--- src/rtl/sam_dec_pkg.sv ---
package sam_dec_pkg;

  typedef enum logic [1:0] {
    CLS_COH  = 2'd0,
    CLS_IO   = 2'd1,
    CLS_MISC = 2'd2,
    CLS_NONE = 2'd3
  } tgtClass_e;

  typedef enum logic [1:0] {
    KIND_MEM     = 2'd0,
    KIND_BARRIER = 2'd1,
    KIND_DVM     = 2'd2,
    KIND_MEM_ALT = 2'd3
  } reqKind_e;

  typedef enum logic [1:0] {
    MAP_COH      = 2'd0,
    MAP_IO       = 2'd1,
    MAP_RSVD     = 2'd2,
    MAP_RSVD_ALT = 2'd3
  } regionCode_e;

  // Strobes from control to datapath.
  typedef struct packed {
    logic load;       // capture a new result
    logic routeMisc;  // kind-based route to the miscellaneous node
  } ctrlStrobe_t;

  // Region count of the ladder: fine slices plus one region per upper bit.
  function automatic int regionCount(int addrW, int fineBits, int fineRegions);
    return fineRegions + addrW - fineBits - $clog2(fineRegions);
  endfunction

endpackage

--- src/rtl/sam_dec_region.sv ---
module sam_dec_region #(
  parameter int ADDR_W       = 44,
  parameter int FINE_BITS    = 29,
  parameter int FINE_REGIONS = 8,
  parameter int IDX_W        = 5
) (
  input  logic [ADDR_W-1:FINE_BITS] addrHi,
  output logic [IDX_W-1:0]          regionIdx
);

  localparam int FINE_SEL_W  = $clog2(FINE_REGIONS);
  localparam int COARSE_BASE = FINE_BITS + FINE_SEL_W;

  // Fine slice by default; the highest set upper bit overrides it.
  always_comb begin
    regionIdx = IDX_W'(addrHi[FINE_BITS +: FINE_SEL_W]);
    for (int b = COARSE_BASE; b < ADDR_W; b++) begin
      if (addrHi[b]) regionIdx = IDX_W'(FINE_REGIONS + b - COARSE_BASE);
    end
  end

endmodule

--- src/rtl/sam_dec_coh_sel.sv ---
module sam_dec_coh_sel #(
  parameter int ADDR_W    = 44,
  parameter int LINE_BITS = 6,
  parameter int COH_NODES = 8,
  parameter int MODE_W    = 3,
  localparam int COH_IDX_W = $clog2(COH_NODES)
) (
  input  logic [ADDR_W-1:LINE_BITS] addrHi,
  input  logic [MODE_W-1:0]         cohMode,
  output logic [COH_IDX_W-1:0]      cohIdx
);

  logic [COH_IDX_W-1:0] foldIdx;
  logic [COH_IDX_W-1:0] modeMask;

  // XOR fold of every bit above the line offset into the index width.
  always_comb begin
    foldIdx = '0;
    for (int i = LINE_BITS; i < ADDR_W; i++) begin
      foldIdx[(i - LINE_BITS) % COH_IDX_W] = foldIdx[(i - LINE_BITS) % COH_IDX_W] ^ addrHi[i];
    end
  end

  // Mode m keeps the m low index bits, saturating at the full width.
  always_comb begin
    for (int j = 0; j < COH_IDX_W; j++) begin
      modeMask[j] = (int'(cohMode) > j);
    end
  end

  assign cohIdx = foldIdx & modeMask;

endmodule

--- src/rtl/sam_dec_ctrl.sv ---
module sam_dec_ctrl
  import sam_dec_pkg::*;
(
  input  logic        clk,
  input  logic        rstN,
  input  logic        reqValid,
  input  logic [1:0]  reqKind,
  output ctrlStrobe_t strobe,
  output logic        rspValid
);

  logic kindIsMisc;

  assign kindIsMisc       = (reqKind == KIND_BARRIER) || (reqKind == KIND_DVM);
  assign strobe.load      = reqValid;
  assign strobe.routeMisc = reqValid && kindIsMisc;

  always_ff @(posedge clk or negedge rstN) begin
    if (!rstN) rspValid <= 1'b0;
    else       rspValid <= reqValid;
  end

endmodule

--- src/rtl/sam_dec_datapath.sv ---
module sam_dec_datapath
  import sam_dec_pkg::*;
#(
  parameter int ADDR_W       = 44,
  parameter int FINE_BITS    = 29,
  parameter int FINE_REGIONS = 8,
  parameter int NODE_W       = 6,
  parameter int IO_NODES     = 2,
  parameter int COH_NODES    = 8,
  parameter int MODE_W       = 3,
  parameter int LINE_BITS    = 6,
  parameter int IO_SEL_BIT   = 28,
  parameter int CSR_BITS     = 24,
  localparam int NUM_REGIONS = regionCount(ADDR_W, FINE_BITS, FINE_REGIONS)
) (
  input  logic                        clk,
  input  logic                        rstN,
  input  ctrlStrobe_t                 strobe,
  input  logic [ADDR_W-1:LINE_BITS]   addrHi,
  input  logic [2*NUM_REGIONS-1:0]    regionMap,
  input  logic [NODE_W-1:0]           miscNode,
  input  logic [IO_NODES*NODE_W-1:0]  ioNodes,
  input  logic [COH_NODES*NODE_W-1:0] cohNodes,
  input  logic [MODE_W-1:0]           cohMode,
  input  logic [ADDR_W-CSR_BITS-1:0]  csrBase,
  output logic [NODE_W-1:0]           node,
  output logic [1:0]                  tgtClass,
  output logic                        csrHit,
  output logic                        decErr
);

  localparam int REGION_IDX_W = $clog2(NUM_REGIONS);
  localparam int COH_IDX_W    = $clog2(COH_NODES);
  localparam int IO_IDX_W     = (IO_NODES > 1) ? $clog2(IO_NODES) : 1;

  logic [REGION_IDX_W-1:0] regionIdx;
  logic [COH_IDX_W-1:0]    cohIdx;
  logic [IO_IDX_W-1:0]     ioIdx;
  logic [1:0]              codeTable [NUM_REGIONS];
  logic [NODE_W-1:0]       cohTable  [COH_NODES];
  logic [NODE_W-1:0]       ioTable   [IO_NODES];
  logic [1:0]              regionCode;
  logic                    csrMatch;

  logic [NODE_W-1:0] nodeNext;
  tgtClass_e         classNext;
  logic              csrNext;
  logic              errNext;
  tgtClass_e         classQ;

  // Unpack the flat configuration buses.
  for (genvar r = 0; r < NUM_REGIONS; r++) begin : g_code
    assign codeTable[r] = regionMap[2*r +: 2];
  end
  for (genvar k = 0; k < COH_NODES; k++) begin : g_coh
    assign cohTable[k] = cohNodes[k*NODE_W +: NODE_W];
  end
  for (genvar k = 0; k < IO_NODES; k++) begin : g_io
    assign ioTable[k] = ioNodes[k*NODE_W +: NODE_W];
  end

  sam_dec_region #(
    .ADDR_W       (ADDR_W),
    .FINE_BITS    (FINE_BITS),
    .FINE_REGIONS (FINE_REGIONS),
    .IDX_W        (REGION_IDX_W)
  ) i_region (
    .addrHi    (addrHi[ADDR_W-1:FINE_BITS]),
    .regionIdx (regionIdx)
  );

  sam_dec_coh_sel #(
    .ADDR_W    (ADDR_W),
    .LINE_BITS (LINE_BITS),
    .COH_NODES (COH_NODES),
    .MODE_W    (MODE_W)
  ) i_coh_sel (
    .addrHi  (addrHi),
    .cohMode (cohMode),
    .cohIdx  (cohIdx)
  );

  assign regionCode = codeTable[regionIdx];
  assign csrMatch   = (addrHi[ADDR_W-1:CSR_BITS] == csrBase);
  assign ioIdx      = addrHi[IO_SEL_BIT +: IO_IDX_W];

  // Priority: transaction kind, then configuration window, then region code.
  always_comb begin
    nodeNext  = '0;
    classNext = CLS_NONE;
    csrNext   = 1'b0;
    errNext   = 1'b0;
    if (strobe.routeMisc) begin
      nodeNext  = miscNode;
      classNext = CLS_MISC;
    end else if (csrMatch) begin
      nodeNext  = ioTable[ioIdx];
      classNext = CLS_IO;
      csrNext   = 1'b1;
    end else begin
      unique case (regionCode)
        MAP_COH: begin
          nodeNext  = cohTable[cohIdx];
          classNext = CLS_COH;
        end
        MAP_IO: begin
          nodeNext  = ioTable[ioIdx];
          classNext = CLS_IO;
        end
        default: begin
          errNext = 1'b1;
        end
      endcase
    end
  end

  always_ff @(posedge clk or negedge rstN) begin
    if (!rstN) begin
      node   <= '0;
      classQ <= CLS_NONE;
      csrHit <= 1'b0;
      decErr <= 1'b0;
    end else if (strobe.load) begin
      node   <= nodeNext;
      classQ <= classNext;
      csrHit <= csrNext;
      decErr <= errNext;
    end
  end

  assign tgtClass = classQ;

endmodule

--- src/rtl/sam_target_decoder.sv ---
module sam_target_decoder
  import sam_dec_pkg::*;
#(
  parameter int ADDR_W       = 44,
  parameter int FINE_BITS    = 29,
  parameter int FINE_REGIONS = 8,
  parameter int NODE_W       = 6,
  parameter int IO_NODES     = 2,
  parameter int COH_NODES    = 8,
  parameter int MODE_W       = 3,
  parameter int LINE_BITS    = 6,
  parameter int IO_SEL_BIT   = 28,
  parameter int CSR_BITS     = 24
) (
  input  logic                        clk,
  input  logic                        rstN,
  input  logic                        reqValid,
  input  logic [1:0]                  reqKind,
  input  logic [ADDR_W-1:0]           reqAddr,
  input  logic [2*regionCount(ADDR_W, FINE_BITS, FINE_REGIONS)-1:0] cfgRegionMap,
  input  logic [NODE_W-1:0]           cfgMiscNode,
  input  logic [IO_NODES*NODE_W-1:0]  cfgIoNode,
  input  logic [COH_NODES*NODE_W-1:0] cfgCohNode,
  input  logic [MODE_W-1:0]           cfgCohMode,
  input  logic [ADDR_W-CSR_BITS-1:0]  cfgCsrBase,
  output logic                        rspValid,
  output logic [NODE_W-1:0]           rspNode,
  output logic [1:0]                  rspClass,
  output logic                        rspCsrHit,
  output logic                        rspDecErr
);

  ctrlStrobe_t strobe;
  logic        unusedLineOffset;

  // The line offset never influences routing.
  assign unusedLineOffset = ^reqAddr[LINE_BITS-1:0];

  sam_dec_ctrl i_ctrl (
    .clk      (clk),
    .rstN     (rstN),
    .reqValid (reqValid),
    .reqKind  (reqKind),
    .strobe   (strobe),
    .rspValid (rspValid)
  );

  sam_dec_datapath #(
    .ADDR_W       (ADDR_W),
    .FINE_BITS    (FINE_BITS),
    .FINE_REGIONS (FINE_REGIONS),
    .NODE_W       (NODE_W),
    .IO_NODES     (IO_NODES),
    .COH_NODES    (COH_NODES),
    .MODE_W       (MODE_W),
    .LINE_BITS    (LINE_BITS),
    .IO_SEL_BIT   (IO_SEL_BIT),
    .CSR_BITS     (CSR_BITS)
  ) i_datapath (
    .clk       (clk),
    .rstN      (rstN),
    .strobe    (strobe),
    .addrHi    (reqAddr[ADDR_W-1:LINE_BITS]),
    .regionMap (cfgRegionMap),
    .miscNode  (cfgMiscNode),
    .ioNodes   (cfgIoNode),
    .cohNodes  (cfgCohNode),
    .cohMode   (cfgCohMode),
    .csrBase   (cfgCsrBase),
    .node      (rspNode),
    .tgtClass  (rspClass),
    .csrHit    (rspCsrHit),
    .decErr    (rspDecErr)
  );

endmodule

--- config.mk ---
export PLATFORM = sky130hd
export DESIGN_NAME = sam_target_decoder
export DESIGN_NICKNAME = d
export VERILOG_FILES = /design/src/rtl/sam_dec_pkg.sv /design/src/rtl/sam_dec_region.sv /design/src/rtl/sam_dec_coh_sel.sv /design/src/rtl/sam_dec_ctrl.sv /design/src/rtl/sam_dec_datapath.sv /design/src/rtl/sam_target_decoder.sv
export SDC_FILE = /design/constraint.sdc
export NUM_CORES = 1
export LEC_CHECK = 0
export ABC_AREA = 1
export BUFFER_PORTS_ARGS = -buffer_cell sky130_fd_sc_hd__buf_2
export CAP_MARGIN = 30
export CORE_MARGIN = 2
export CORE_UTILIZATION = 44
export DETAILED_ROUTE_END_ITERATION = 12
export GPL_TIMING_DRIVEN = 0
export PLACE_DENSITY = 0.89
export SETUP_SLACK_MARGIN = 0.4
export SYNTH_ARGS = -nofsm -noshare
export SYNTH_HDL_FRONTEND = slang
export SYNTH_SLANG_ARGS = --single-unit
--- constraint.sdc ---
create_clock -name clk -period 1.23 [get_ports clk]
set_input_delay 0 -clock clk [delete_from_list [all_inputs] [get_ports clk]]
set_output_delay 0 -clock clk [all_outputs]
set_load 0.02 [all_outputs]
* Word level (Yosys, flattened, before mapping)
Index checks and enable logic that the tools add are counted.
W data, S select, Z words.
** Operators by class
- Reduce and logical (&&, ||, !) cells :: 4
- Bitwise logic cells :: 39
- Equal/unequal tests :: 4
- Multiplexer cells :: 32
- Magnitude comparators :: 6
** Operator list (count)
- $mux W5 :: 11
- $mux W6 :: 7
- $xor A1 B1 Y1 :: 35
- $eq A20 B20 Y1 :: 1
- $bmux W6 S3 :: 1
- $pmux W6 S2 :: 1
- $bmux W2 S5 :: 1
- $mux W2 :: 4
- $ge A6 B6 Y1 const B :: 1
- $gt A3 B1 Y1 const B :: 2
- $not A5 Y6 :: 1
- $mux W1 :: 5
- $eq A2 B1 Y1 const B :: 2
- $ge A4 B4 Y1 const B :: 1
- $mux W4 :: 1
- $not A3 Y4 :: 1
- $pmux W2 S2 :: 1
- $and A3 B3 Y3 :: 1
- $gt A3 B2 Y1 const B :: 1
- $eq A2 B2 Y1 const B :: 1
- $ge A2 B2 Y1 const B :: 1
- $logic_not A2 Y1 :: 1
- $not A1 Y2 :: 1
- $reduce_or A2 Y1 :: 1
- 2 further kinds :: 2
** Word-level totals
- Input port bits :: 178
- Flip-flop bits (word level) :: 11

* Logic depth before layout (Yosys ltp)
Gate-level depths: netlist of run 1.
- Depth after elaboration :: 21
- Gate-level depth with buffers :: 25
- Gate-level depth less buffers :: 25

* Hierarchy
Synthesis of run 1 repeated with hierarchy kept, for this count alone.
** Second synthesis, totals
- Cell total of the unflattened synthesis :: 561
- Area, all modules :: 2753.9 um^2
** Modules (own cells, without submodules)
- sam_dec_datapath :: cells an instance 347, area an instance 1860.5 um^2, times used 1
- sam_dec_coh_sel :: cells an instance 168, area an instance 685.7 um^2, times used 1
- sam_dec_region :: cells an instance 40, area an instance 160.2 um^2, times used 1
- sam_dec_ctrl :: cells an instance 6, area an instance 47.5 um^2, times used 1

* Worst setup path before layout of run 1
Ideal clock, no wire load.
- Path kind :: input-to-reg
- Start point :: input port reqAddr[28]
- End point :: register i_datapath.node[1]
- Path buffers :: 2
- Slack :: -448 ps
- Library setup time :: 116 ps
- Stages on the path :: 15
- Data arrival time :: 1562 ps
- Cells stage by stage :: buf_6 -> xor2_1 -> xnor2_1 -> xor2_1 -> xnor2_1 -> nor2_1 -> nor2_4 -> buf_4 -> nand3_1 -> nand3_1 -> nand2_1 -> nand3_1 -> nand3_1 -> nand2_1 -> nand2_1
** Between the ends
- Cells in the longest elaborated chain, start to end :: 14
- Elaborated cells on any way between the ends :: 19
- Classes of those cells :: 1 x eq/ne; 9 x mux; 9 x bitwise
** Ends and longest elaborated chain
- start, declared :: RTL line sam_target_decoder.sv:19 : input logic [ADDR_W-1:0] reqAddr,
- $xor A1 B1 Y1 (6 in a row) :: RTL line sam_dec_coh_sel.sv:20 : foldIdx[(i - LINE_BITS) % COH_IDX_W] = foldIdx[(i - LINE_BITS) % COH_IDX_W] ^ addrHi[i];
- $and A3 B3 Y3 :: RTL line sam_dec_coh_sel.sv:31 : assign cohIdx = foldIdx & modeMask;
- $not A3 Y4 (not written as such) :: RTL line sam_dec_datapath.sv:103 : nodeNext = cohTable[cohIdx];
- $bmux W6 S3 :: RTL line sam_dec_datapath.sv:103
- $mux W6 (not written as such) (2 in a row) :: RTL line sam_dec_datapath.sv:103
- $pmux W6 S2 :: RTL line sam_dec_datapath.sv:101 : unique case (regionCode)
- $mux W6 (*) :: RTL line sam_dec_datapath.sv:96 : end else if (csrMatch) begin
- $mux W6 (*) :: RTL line sam_dec_datapath.sv:93 : if (strobe.routeMisc) begin
- end signal, assigned :: RTL line sam_dec_datapath.sv:124 : node <= nodeNext;
- end, declared :: RTL line sam_dec_datapath.sv:26 : output logic [NODE_W-1:0] node,
Mark *: on every way between the ends. The rest lies on a longest branch, timed or not. The select of a mux whose other input is x is not followed.
A chain may end at the register's enable or synchronous reset.

* Worst setup path in the final report of run 1
- Start point :: input port reqAddr[32]
- End point :: register i_datapath.node[5]
** Between the ends
- Cells in the longest elaborated chain, start to end :: 20
- Elaborated cells on any way between the ends :: 31
- Classes of those cells :: 2 x eq/ne; 21 x mux; 7 x bitwise; 1 x reduce/logical
** Ends and longest elaborated chain
- $mux W4 :: RTL line sam_dec_region.sv:18 : if (addrHi[b]) regionIdx = IDX_W'(FINE_REGIONS + b - COARSE_BASE);
- $mux W5 (11 in a row) :: RTL line sam_dec_region.sv:18
- $not A5 Y6 (not written as such) :: RTL line sam_dec_datapath.sv:83 : assign regionCode = codeTable[regionIdx];
- $bmux W2 S5 :: RTL line sam_dec_datapath.sv:83
- $mux W2 (not written as such) (2 in a row) :: RTL line sam_dec_datapath.sv:83
- $eq A2 B1 Y1 or $logic_not A2 Y1 (tied branches) :: RTL line sam_dec_datapath.sv:101
- $pmux W6 S2 :: RTL line sam_dec_datapath.sv:101
- $mux W6 (*) :: RTL line sam_dec_datapath.sv:96
- $mux W6 (*) :: RTL line sam_dec_datapath.sv:93
Marks and branches as above.

==> metrics.txt, run 1 <==
run status complete, but fails checks; failing checks negative setup slack; Worst Tran Pin Value roughly 0.42 ns; Via-to-Cell Ratio 5.231; syn nets just under 600; worst setup margin -0.6283 ns; Synth area leaders nand2_1 (21%), nand3_1 (21%), dfrtp_1 (9.5%); final-report hold violation count 0; die footprint between 5000 and 6000 um2; Initial Utilization 46.15%; Num CTS Buffers 3; Synth area leader nand2_1; CTS tree built; total power between 3000 and 4000 uW; Die X a little under 80 um; TritonRoute pass-1 iters 5; Crit path largest cell delay approximately 0.15 ns; IO Port Bufs between 150 and 200; pins over their slew limit 0; pin count of the biggest net entering global routing 12; Worst Skew 0 ns; setup TNS -5.100 ns; gp weighted congestion approximately 0.86; Final Instance Area approximately 4000 um2; total track usage approximately 28%; worst relative slew slack 71.96%; FP Rows 26; clk sinks 11; via count 3,583; # diodes 0; core area 5140 um2; Tmin final 1.858 ns; critical path fanouts, max 6; CTS root buf clkbuf_8; Mapped Avg Cell Area between 5 and 6 um2; pwr dens roughly 950 nW/um2; most common library cells after synthesis nand2_1 (135), nand3_1 (100), inv_1 (37); Synthesis Warnings 0; Worst Path Arrival around 2.0 ns; initial antenna violation count 0; drt first-iter violations about 190; RSZ-0062 raised after global routing true; WS Path Type input port to register; async set-reset flop share out of synthesis 100.0%; DRT antenna net count 0; M2 GR Usage between 50% and 60%; Buf/Inv on CP 4; DRT Wirelength approximately 9400 um; period utilization 151.1%; Max Freq 538.1 MHz; Hold Crit Class input port to register; I/O pins around 190; hpwl dp just under 7000 um; cell with the most instances after synthesis nand2_1; Remaining DRCs 0; drt wl/cell between 10 and 15 um; Synth Instances 411; Die Y ~77 um; Yosys cell types 31; Setup-failing EPs final 10; grt met1 use about a third; grt total ovfl 0; Critical Path RT between 1 and 1.5 ns; vias in the first global route around 3.3k; layout cells sized above 1 a little over 50%; CP dominant cell by count nand2_1; worst vdd ir between 1000 and 1500 uV; Worst-path clk slew approximately 0.05 ns; Synth Flop Type dfrtp_1; Yosys top cell area share between 20% and 30%; Fin Hold WS 0.09358 ns; Clock Latency Late Sink between 0.2 and 0.25 ns; startpoint types input port; Most Crowded Layer GR met2; NumNets Final 794; Max-cap violations 0; DP Worst Slack -0.8733 ns; number of synthesized flops with an enable pin 0; Netlist Area Pre-Place roughly 2400 um2; Lkg Pwr around 0.0022 uW; Slowest cell on crit path nand2_4; CTS H-tree depth 1; first-pass GRT wire length approximately 14,000 um; CTS max path bufs 2; dpl cell area 3401 um2; Yosys reg bits 11; grt met3 use roughly 3.6%; Area growth syn-to-layout 69.62%; register area share after synthesis 11.71%; crit-path leading delay family simple AND/OR/NAND/NOR gates; Critical Path End Type register
[cell type report]
cell class / count / area (um2)
well taps: 70 / 87.58
clock buffers: 4 / 45.04
inverters: 42 / 168.9
fillers: 384 / 1116
repair inverters: 1 / 7.507
multi-input cells: 344 / 2171
plain buffers: 14 / 143.9
repair buffers: 199 / 1122
flip-flops and latches: 11 / 277.8
[power by group]
part | internal (uW) | switching, uW | leakage (uW)
sequential | 427 | 33.5 | 0.000136
clock | 228 | 137 | 0.0000228
combinational | 1290 | 1720 | 0.00203
total | 1950 | 1890 | 0.00219
[worst min-delay path, cell delays in order]
cell and delay, ns:
buf_2 0.08, nand2_1 0.05, nand2_1 0.06, nand2_1 0.06, nand2_1 0.05
[cells in the final DEF, fill, tap and decap left out, types with 13 or more instances in the layout]
cell type	netlist	routed
nor2_1	15	13
nand2_2	1	16
nand3_1	100	65
xnor2_1	25	22
nand3_2	2	35
nand2_1	135	117
inv_1	37	32
xor2_1	20	20
buf_6	7	17
buf_2	4	176
[logic make-up (layout without fill, tap and decap cells)]
family / count (synthesis) / count (layout) / share of synthesized area, %
xor gates and xnor gates: 45 / 45 / 16.61
DFF: 11 / 11 / 11.71
buffers and inverters: 56 / 260 / 11.55
and+or+nand+nor: 277 / 277 / 53.16
muxes: 6 / 6 / 2.848
AOI/OAI and AO/OA: 16 / 16 / 4.114
[path summary, 6_finish.rpt]
check	from	slack, ns	endpoint	cells after the start
max	reqAddr[32]	-0.63	i_datapath.node[5]	26
min	cfgMiscNode[1]	0.09	i_datapath.node[1]	5
max reg2reg	i_datapath.tgtClass[0]	0.47	i_datapath.tgtClass[0]	2
min reg2reg	i_datapath.node[2]	0.47	i_datapath.node[2]	2
max in group asynchronous	rstN	0.83	i_datapath.tgtClass[0]	2
min in group asynchronous	rstN	0.15	i_ctrl.rspValid	2
[what timing repair did]
action / 4_1_cts / 5_1_grt
endpoints found under the setup margin: 12 / 12
hold endpoints to repair: 12 / 0
buffers inserted: 9 / 5
gates resized for setup: 55 / 56
hold buffers: 2 / 0
cloned: 2 / 1
pin swaps: 26 / 42
[metrics by stage]
| stage | cells | util (%) |
|---|---|---|
| 2_1_floorplan | 411 | - |
| 3_3_place_gp | 662 | 66.16 |
| 3_5_place_dp | 662 | 66.16 |
| 4_1_cts | 679 | 73.30 |
| 5_1_grt | 685 | 78.29 |
| 6_report | 685 | 78.29 |
[sequential cells by signal, indices dropped and copies added, names as in the netlist]
register,cells
i_ctrl.rspValid,1
i_datapath.node,6
i_datapath.tgtClass,2
i_datapath.decErr,1
i_datapath.csrHit,1
[metal layers]
layer | routed length, um | vias to the layer above
met5 | 0 | -
met1 | 3511 | 1569
met4 | 350 | 0
met2 | 4869 | 222
met3 | 705 | 48
li1 | - | 1744
Note: power is estimated with default switching activity, not from simulation.
==> run 2, diff against run 1 <==
- ABC_AREA: 1 -> not set
- CORE_UTILIZATION: 44 -> 35
- PLACE_DENSITY: 0.89 -> 0.79
- clock period: 1.23 -> 1.6 ns (I/O delays scaled with it)
==> run 2 against run 1 <==
Effect of this change: the flow still finishes with violations (negative setup slack); clock power shrank 23%; synthesized cell count decreased by 37%; largest power group unchanged; critical path type unchanged; critical path depth down 15.
==> metrics.txt, run 2 <==
Yosys cell types 45 (was 31); grt met1 use 23.06% (was 31.77%); NumNets Final 639 (was 794); grt total ovfl 0 (unchanged); Hold Crit Class input port to register (unchanged); syn nets 436 (was 589); Mapped Avg Cell Area 8.172 um2 (was 5.772 um2); drt first-iter violations 66 (was 193); Most Crowded Layer GR met2 (unchanged); Die Y 81.61 um (was 77.43 um); Synth area leaders mux2i_1 (18%), xnor2_1 (17%), dfrtp_1 (11%) (was nand2_1 (21%), nand3_1 (21%), dfrtp_1 (9.5%)); Int Pwr 1359 uW (was 1945 uW); logic gate share of total power 72.9% (was 78.5%); RSZ-0062 raised after global routing true (unchanged); drt wl/cell 13.81 um (was 13.78 um); run status complete, but fails checks (unchanged); Sw Ratio 41.71% (was 49.34%); register bank with the most flops i_datapath.node (unchanged); clk sinks 11 (unchanged); Worst Tran Pin Value 0.5521 ns (was 0.4207 ns); FF-to-FF Start i_datapath.node[5] (was i_datapath.tgtClass[0]); number of synthesized flops with an enable pin 0 (unchanged); layout cells sized above 1 55.65% (was 50.73%); Register Area 277.8 um2 (unchanged); CTS root buf clkbuf_8 (unchanged); Tmin final roughly 2.5 ns; Fin Hold WS 0.08988 ns (was 0.09358 ns); Multi-input gate area 1924 um2 (was 2171 um2); I/O pins 189 (unchanged); Worst Skew 0 ns (unchanged); Worst Path Arrival 2.63 ns (was 1.98 ns); CTS tree built (unchanged); worst vdd ir 428.9 uV (was 1201 uV); DP Worst Slack -1.408 ns (was -0.8733 ns); failing checks negative setup slack (unchanged); Yosys top cell area share 18.04% (was 21.36%); Max-cap violations 0 (unchanged); critical path fanouts, max 7 (was 6); reg-to-reg endpoint i_datapath.node[5] (was i_datapath.tgtClass[0]); die footprint 6660 um2 (was 5995 um2); total track usage 20.61% (was 27.57%); Area growth syn-to-layout 70.09% (was 69.62%); Worst Reg-to-Reg Cells 2 (unchanged); Synth area leader mux2i_1 (was nand2_1); pin count of the biggest net entering global routing 12 (unchanged); Filler Cell Count 502 (was 384); Worst-path clk slew 0.05 ns (about the same); Worst Setup EP i_datapath.node[3] (was i_datapath.node[5]); Yosys reg bits 11 (unchanged); hpwl dp 5885 um (was 6871 um); Clock Latency Late Sink 0.24 ns (about the same); DRT Wirelength 7386 um (was 9437 um); TritonRoute pass-1 iters 4 (was 5); pwr dens 650.3 nW/um2 (was 954.1 nW/um2); Synth Flop Type dfrtp_1 (unchanged); IO Port Bufs 178 (was 181); register area share after synthesis 13.18% (was 11.71%); via count 2,728 (was 3,583); M2 GR Usage 41.72% (was 51.13%); Critical Path RT 1.76 ns (was 1.36 ns); most common library cells after synthesis xnor2_1 (40), mux2i_1 (38), nor2_1 (22) (was nand2_1 (135), nand3_1 (100), inv_1 (37)); grt met3 use 1.648% (was 3.605%); first-pass GRT wire length 11,040 um (was 13,770 um); setup TNS -6.694 ns (was -5.100 ns); DRT antenna net count 0 (unchanged); Remaining DRCs 0 (unchanged); final-report hold violation count 0 (unchanged); initial antenna violation count 0 (unchanged); worst relative slew slack 62.85% (was 71.96%); Setup-failing EPs final 9 (was 10); Lkg Pwr 0.001688 uW (was 0.002186 uW); Via-to-Cell Ratio 5.099 (was 5.231); Synthesis Warnings 0 (unchanged); CTS max path bufs 2 (unchanged); Synth Instances 258 (was 411); Inst Count DP 511 (was 662); Netlist Area Pre-Place 2108 um2 (was 2372 um2); Die X 81.61 um (was 77.43 um); gp weighted congestion 0.7750 (was 0.8578); cell with the most instances after synthesis xnor2_1 (was nand2_1); most frequent cells in the layout buf_2 (174), xnor2_1 (39), mux2i_1 (38) (was buf_2 (176), nand2_1 (117), nand3_1 (65)); flip-flop count of the largest register after layout 6 (unchanged); Non-Filler Instances 535 (was 685); core area 5886 um2 (was 5140 um2); Num CTS Buffers 3 (unchanged); startpoint types input port (unchanged); reg2reg setup slack 0.84 ns (was 0.47 ns); CTS H-tree depth 1 (unchanged); worst setup margin -0.8765 ns (was -0.6283 ns); crit path from reqAddr[39] (was reqAddr[32]); WS Path Type input port to register (unchanged); total power 2332 uW (was 3839 uW); period utilization 154.8%; Reg power frac 15.1% (was 12.0%); async set-reset flop share out of synthesis 100.0% (unchanged); Sw Pwr 972.8 uW (was 1894 uW); commonest non-fill, non-tap cell in the layout buf_2 (unchanged); FP Rows 28 (was 26); # diodes 0 (unchanged); Max Freq between 400 and 500 MHz; Critical Path End Type register (unchanged); pins over their slew limit 0 (unchanged); Initial Utilization 35.82% (was 46.15%); Clock power frac 12.0% (was 9.5%); vias in the first global route 2,587 (was 3,282)
[run 2: critical path, cell delays in order]
cell and delay, ns:
buf_8 0.11, or3_4 0.39, buf_4 0.15, o22ai_4 0.20, mux2_2 0.36, a221oi_1 0.28
o211a_1 0.26, or3b_1 0.38, buf_6 0.14, o211a_1 0.22, a211oi_2 0.13
[run 2: area by class of cell]
| type | instances | area share [%] |
|---|---|---|
| flip-flops and latches | 11 | 7.746 |
| clock buffers | 4 | 1.256 |
| plain buffers | 13 | 3.105 |
| multi-input cells | 226 | 53.66 |
| well taps | 75 | 2.617 |
| inverters | 8 | 0.8374 |
| repair buffers | 198 | 30.77 |
[run 2: metrics by stage]
step	utilization, %	cell area, um2
detailed placement	53.36	3141
floorplan	-	2156
CTS	58.48	3442
global route	60.93	3586
finish	60.93	3586
global placement	53.36	3141
[run 2: what timing repair did]
item / 4_1_cts / 5_1_grt
hold endpoints to repair: 12 / 0
pin swaps: 12 / 13
hold buffers: 2 / 0
setup endpoints to repair: 10 / 10
setup buffers: 11 / 7
resized for setup: 28 / 28
[run 2: cell families after synthesis]
kind of cell | count (synthesis) | share of synthesized area [%]
AND/OR/NAND/NOR | 68 | 15.07
flip-flops | 11 | 13.18
buffers and inverters | 21 | 4.391
XOR/XNOR | 56 | 23.26
AO/OA/AOI/OAI | 52 | 18.58
multiplexers | 50 | 25.52
[run 2: worst min-delay path by stage]
stage,from,to,slack [ns],cells past startpoint
finish,cfgMiscNode[3],i_datapath.node[3],0.09,3
global route,cfgMiscNode[3],i_datapath.node[3],0.11,3
CTS,cfgMiscNode[3],i_datapath.node[3],0.09,3
detailed placement,rstN,i_ctrl.rspValid,-0.12,1
global placement,rstN,i_datapath.node[1],-0.12,1
floorplan,rstN,i_ctrl.rspValid,-0.30,0
[run 2: metal layers]
metal	share of wire [%]	routed length [um]	vias to the layer above
met5	0	0	-
met4	0.88	65	0
met3	7.7	569	9
met2	53	3923	127
met1	38	2828	1247
li1	-	-	1345
[run 2: power by group through the flow]
stage,Clock [uW],Sequential (uW),Combinational (uW)
after floorplan,0,415,1020
after global placement,0,355,1550
after CTS,285,352,1660
after detailed placement,0,356,1570
after global routing,292,356,1860
final,280,352,1700
==> run 3, diff against run 2 <==
- PLACE_DENSITY: 0.79 -> not set
- PLACE_DENSITY_LB_ADDON: not set -> 0.05
==> run 3 against run 2 <==
Effect of this change: the flow still finishes with violations (negative setup slack); worst setup slack improved by 0.056 ns; largest cell class unchanged; global-route usage increased by 0.19 points; clock power grew 2%; clock-buffer cell count did not move; clock skew is the same.
==> metrics.txt, run 3 (synthesized netlist as in run 2, its figures left out) <==
Slowest cell on crit path or4_4 (was or3_4); first-pass GRT wire length 11,020 um (was 11,040 um); I/O pins 189 (unchanged); Multi-input gate area 1908 um2 (was 1924 um2); failing checks negative setup slack (unchanged); commonest non-fill, non-tap cell in the layout buf_2 (unchanged); Worst-path clk slew 0.05 ns (about the same); final-report hold violation count 0 (unchanged); Remaining DRCs 0 (unchanged); Tmin final 2.421 ns (was 2.477 ns); Inst Count DP 511 (unchanged); Worst Tran Pin Value 0.4964 ns (was 0.5521 ns); Critical Path RT 1.76 ns (about the same); CTS H-tree depth 1 (unchanged); run status complete, but fails checks (unchanged); CTS max path bufs 2 (unchanged); Clock Latency Late Sink 0.24 ns (about the same); clk sinks 11 (unchanged); Crit path largest cell delay 0.41 ns (was 0.39 ns); Worst Path Arrival 2.58 ns (was 2.63 ns); Area growth syn-to-layout 71.99% (was 70.09%); Lkg Pwr 0.001734 uW (was 0.001688 uW); WS Path Type input port to register (unchanged); initial antenna violation count 0 (unchanged); # diodes 0 (unchanged); Hold Crit Class input port to register (unchanged); Max-cap violations 0 (unchanged); Buf/Inv on CP 4 (was 3); pin count of the biggest net entering global routing 12 (unchanged); Non-Filler Instances 543 (was 535); gp weighted congestion 0.8474 (was 0.7750); drt first-iter violations 77 (was 66); Register Area 277.8 um2 (unchanged); period utilization 151.3% (was 154.8%); DP Worst Slack -1.385 ns (was -1.408 ns); DRT Wirelength 7384 um (was 7386 um); pwr dens 649.8 nW/um2 (was 650.3 nW/um2); via count 2,704 (was 2,728); layout cells sized above 1 55.77% (was 55.65%); DRT antenna net count 0 (unchanged); flip-flop count of the largest register after layout 6 (unchanged); most frequent cells in the layout buf_2 (176), xnor2_1 (39), mux2i_1 (38) (was buf_2 (174), xnor2_1 (39), mux2i_1 (38)); CP Cell Sequence buf_12, buf_4, buf_6, or4_4, a21oi_2, o41a_1, nor2_1, a221oi_1, o211a_1, or3b_4, buf_6, o211a_1, a211oi_2 (was buf_8, or3_4, buf_4, o22ai_4, mux2_2, a221oi_1, o211a_1, or3b_1, buf_6, o211a_1, a211oi_2); NumNets Final 647 (was 639); crit-path leading delay family compound AO/OA/AOI/OAI gates (unchanged); Filler Cell Count 536 (was 502); TritonRoute pass-1 iters 4 (unchanged); RSZ-0062 raised after global routing true (unchanged); startpoint types input port (unchanged); hpwl dp 5849 um (was 5885 um); grt total ovfl 0 (unchanged); Die X 81.61 um (unchanged); core area 5886 um2 (unchanged); Worst Skew 0 ns (unchanged); Via-to-Cell Ratio 4.980 (was 5.099); register bank with the most flops i_datapath.node (unchanged); worst setup margin -0.8208 ns (was -0.8765 ns); Critical Path End Type register (unchanged); Num CTS Buffers 3 (unchanged); Setup-failing EPs final 9 (unchanged); vias in the first global route 2,539 (was 2,587); die footprint 6660 um2 (unchanged); CTS root buf clkbuf_8 (unchanged); critical path fanouts, max 7 (unchanged); worst relative slew slack 66.60% (was 62.85%); drt wl/cell 13.60 um (was 13.81 um); FP Rows 28 (unchanged); CTS tree built (unchanged); Die Y 81.61 um (unchanged); total power 2356 uW (was 2332 uW); Max Freq 413.1 MHz (was 403.8 MHz); pins over their slew limit 0 (unchanged); worst vdd ir 402.9 uV (was 428.9 uV); total track usage 20.80% (was 20.61%); IO Port Bufs 178 (unchanged); Initial Utilization 35.82% (unchanged)
-- run 3: cell count changes in the layout (fill, tap and decap cells not counted), sizes merged --
cell / change
buf: +9
clkbuf: -1
-- run 3: area by class of cell --
class | instances | share of cell area (%)
buffer | 13 | 2.830
clock buffer | 4 | 1.242
inverter | 8 | 0.8282
multi-input combinational | 226 | 52.62
sequential | 11 | 7.660
tap | 75 | 2.588
timing repair buffer | 206 | 32.23
-- run 3: routing by layer --
metal | share of wire, % | track usage (%) | vias up
met5 | 0 | 0 | -
met4 | 1.1 | 3.667 | 0
met3 | 7.8 | 1.868 | 7
li1 | - | - | 1360
met1 | 39 | 24.27 | 1215
met2 | 52 | 41.15 | 122
-- run 3: metrics by stage --
| step | setup TNS, ns | hold WS, ns | util (%) | cell area [um2] |
|---|---|---|---|---|
| detailed placement | -10.72 | -0.1139 | 53.36 | 3141 |
| global route | -7.191 | 0.1165 | 61.61 | 3626 |
| finish | -6.220 | 0.08231 | 61.61 | 3626 |
| global placement | -10.47 | -0.1184 | 53.36 | 3141 |
| floorplan | -6.697 | -0.2956 | - | 2156 |
| CTS | -6.129 | 0.08755 | 58.89 | 3466 |
-- run 3: final timing paths --
check	from	to	slack (ns)	cells past startpoint
min	cfgMiscNode[3]	i_datapath.node[3]	0.08	3
min in group asynchronous	rstN	i_datapath.node[2]	0.16	2
min reg2reg	i_datapath.tgtClass[0]	i_datapath.tgtClass[0]	0.46	2
max	reqAddr[39]	i_datapath.node[3]	-0.82	13
max in group asynchronous	rstN	i_datapath.tgtClass[1]	1.18	2
max reg2reg	i_datapath.node[0]	i_datapath.node[0]	0.84	2
-- run 3: where the power goes --
part           switching [uW]  leakage, uW  internal, uW
combinational             859      0.00158           862
sequential               19.2     0.000128           330
clock                     111    0.0000228           175
-- run 3: tightest hold or removal path, stage by stage --
cell	delay (ns)
buf_2	0.10
nor2_1	0.11
a211oi_2	0.07
-- run 3: what timing repair did --
action | in CTS | in global routing
resized for setup | 25 | 27
endpoints found under the setup margin | 10 | 10
pin swaps | 12 | 13
setup buffers | 16 | 10
hold buffers | 2 | 0
endpoints found under the hold margin | 12 | 0
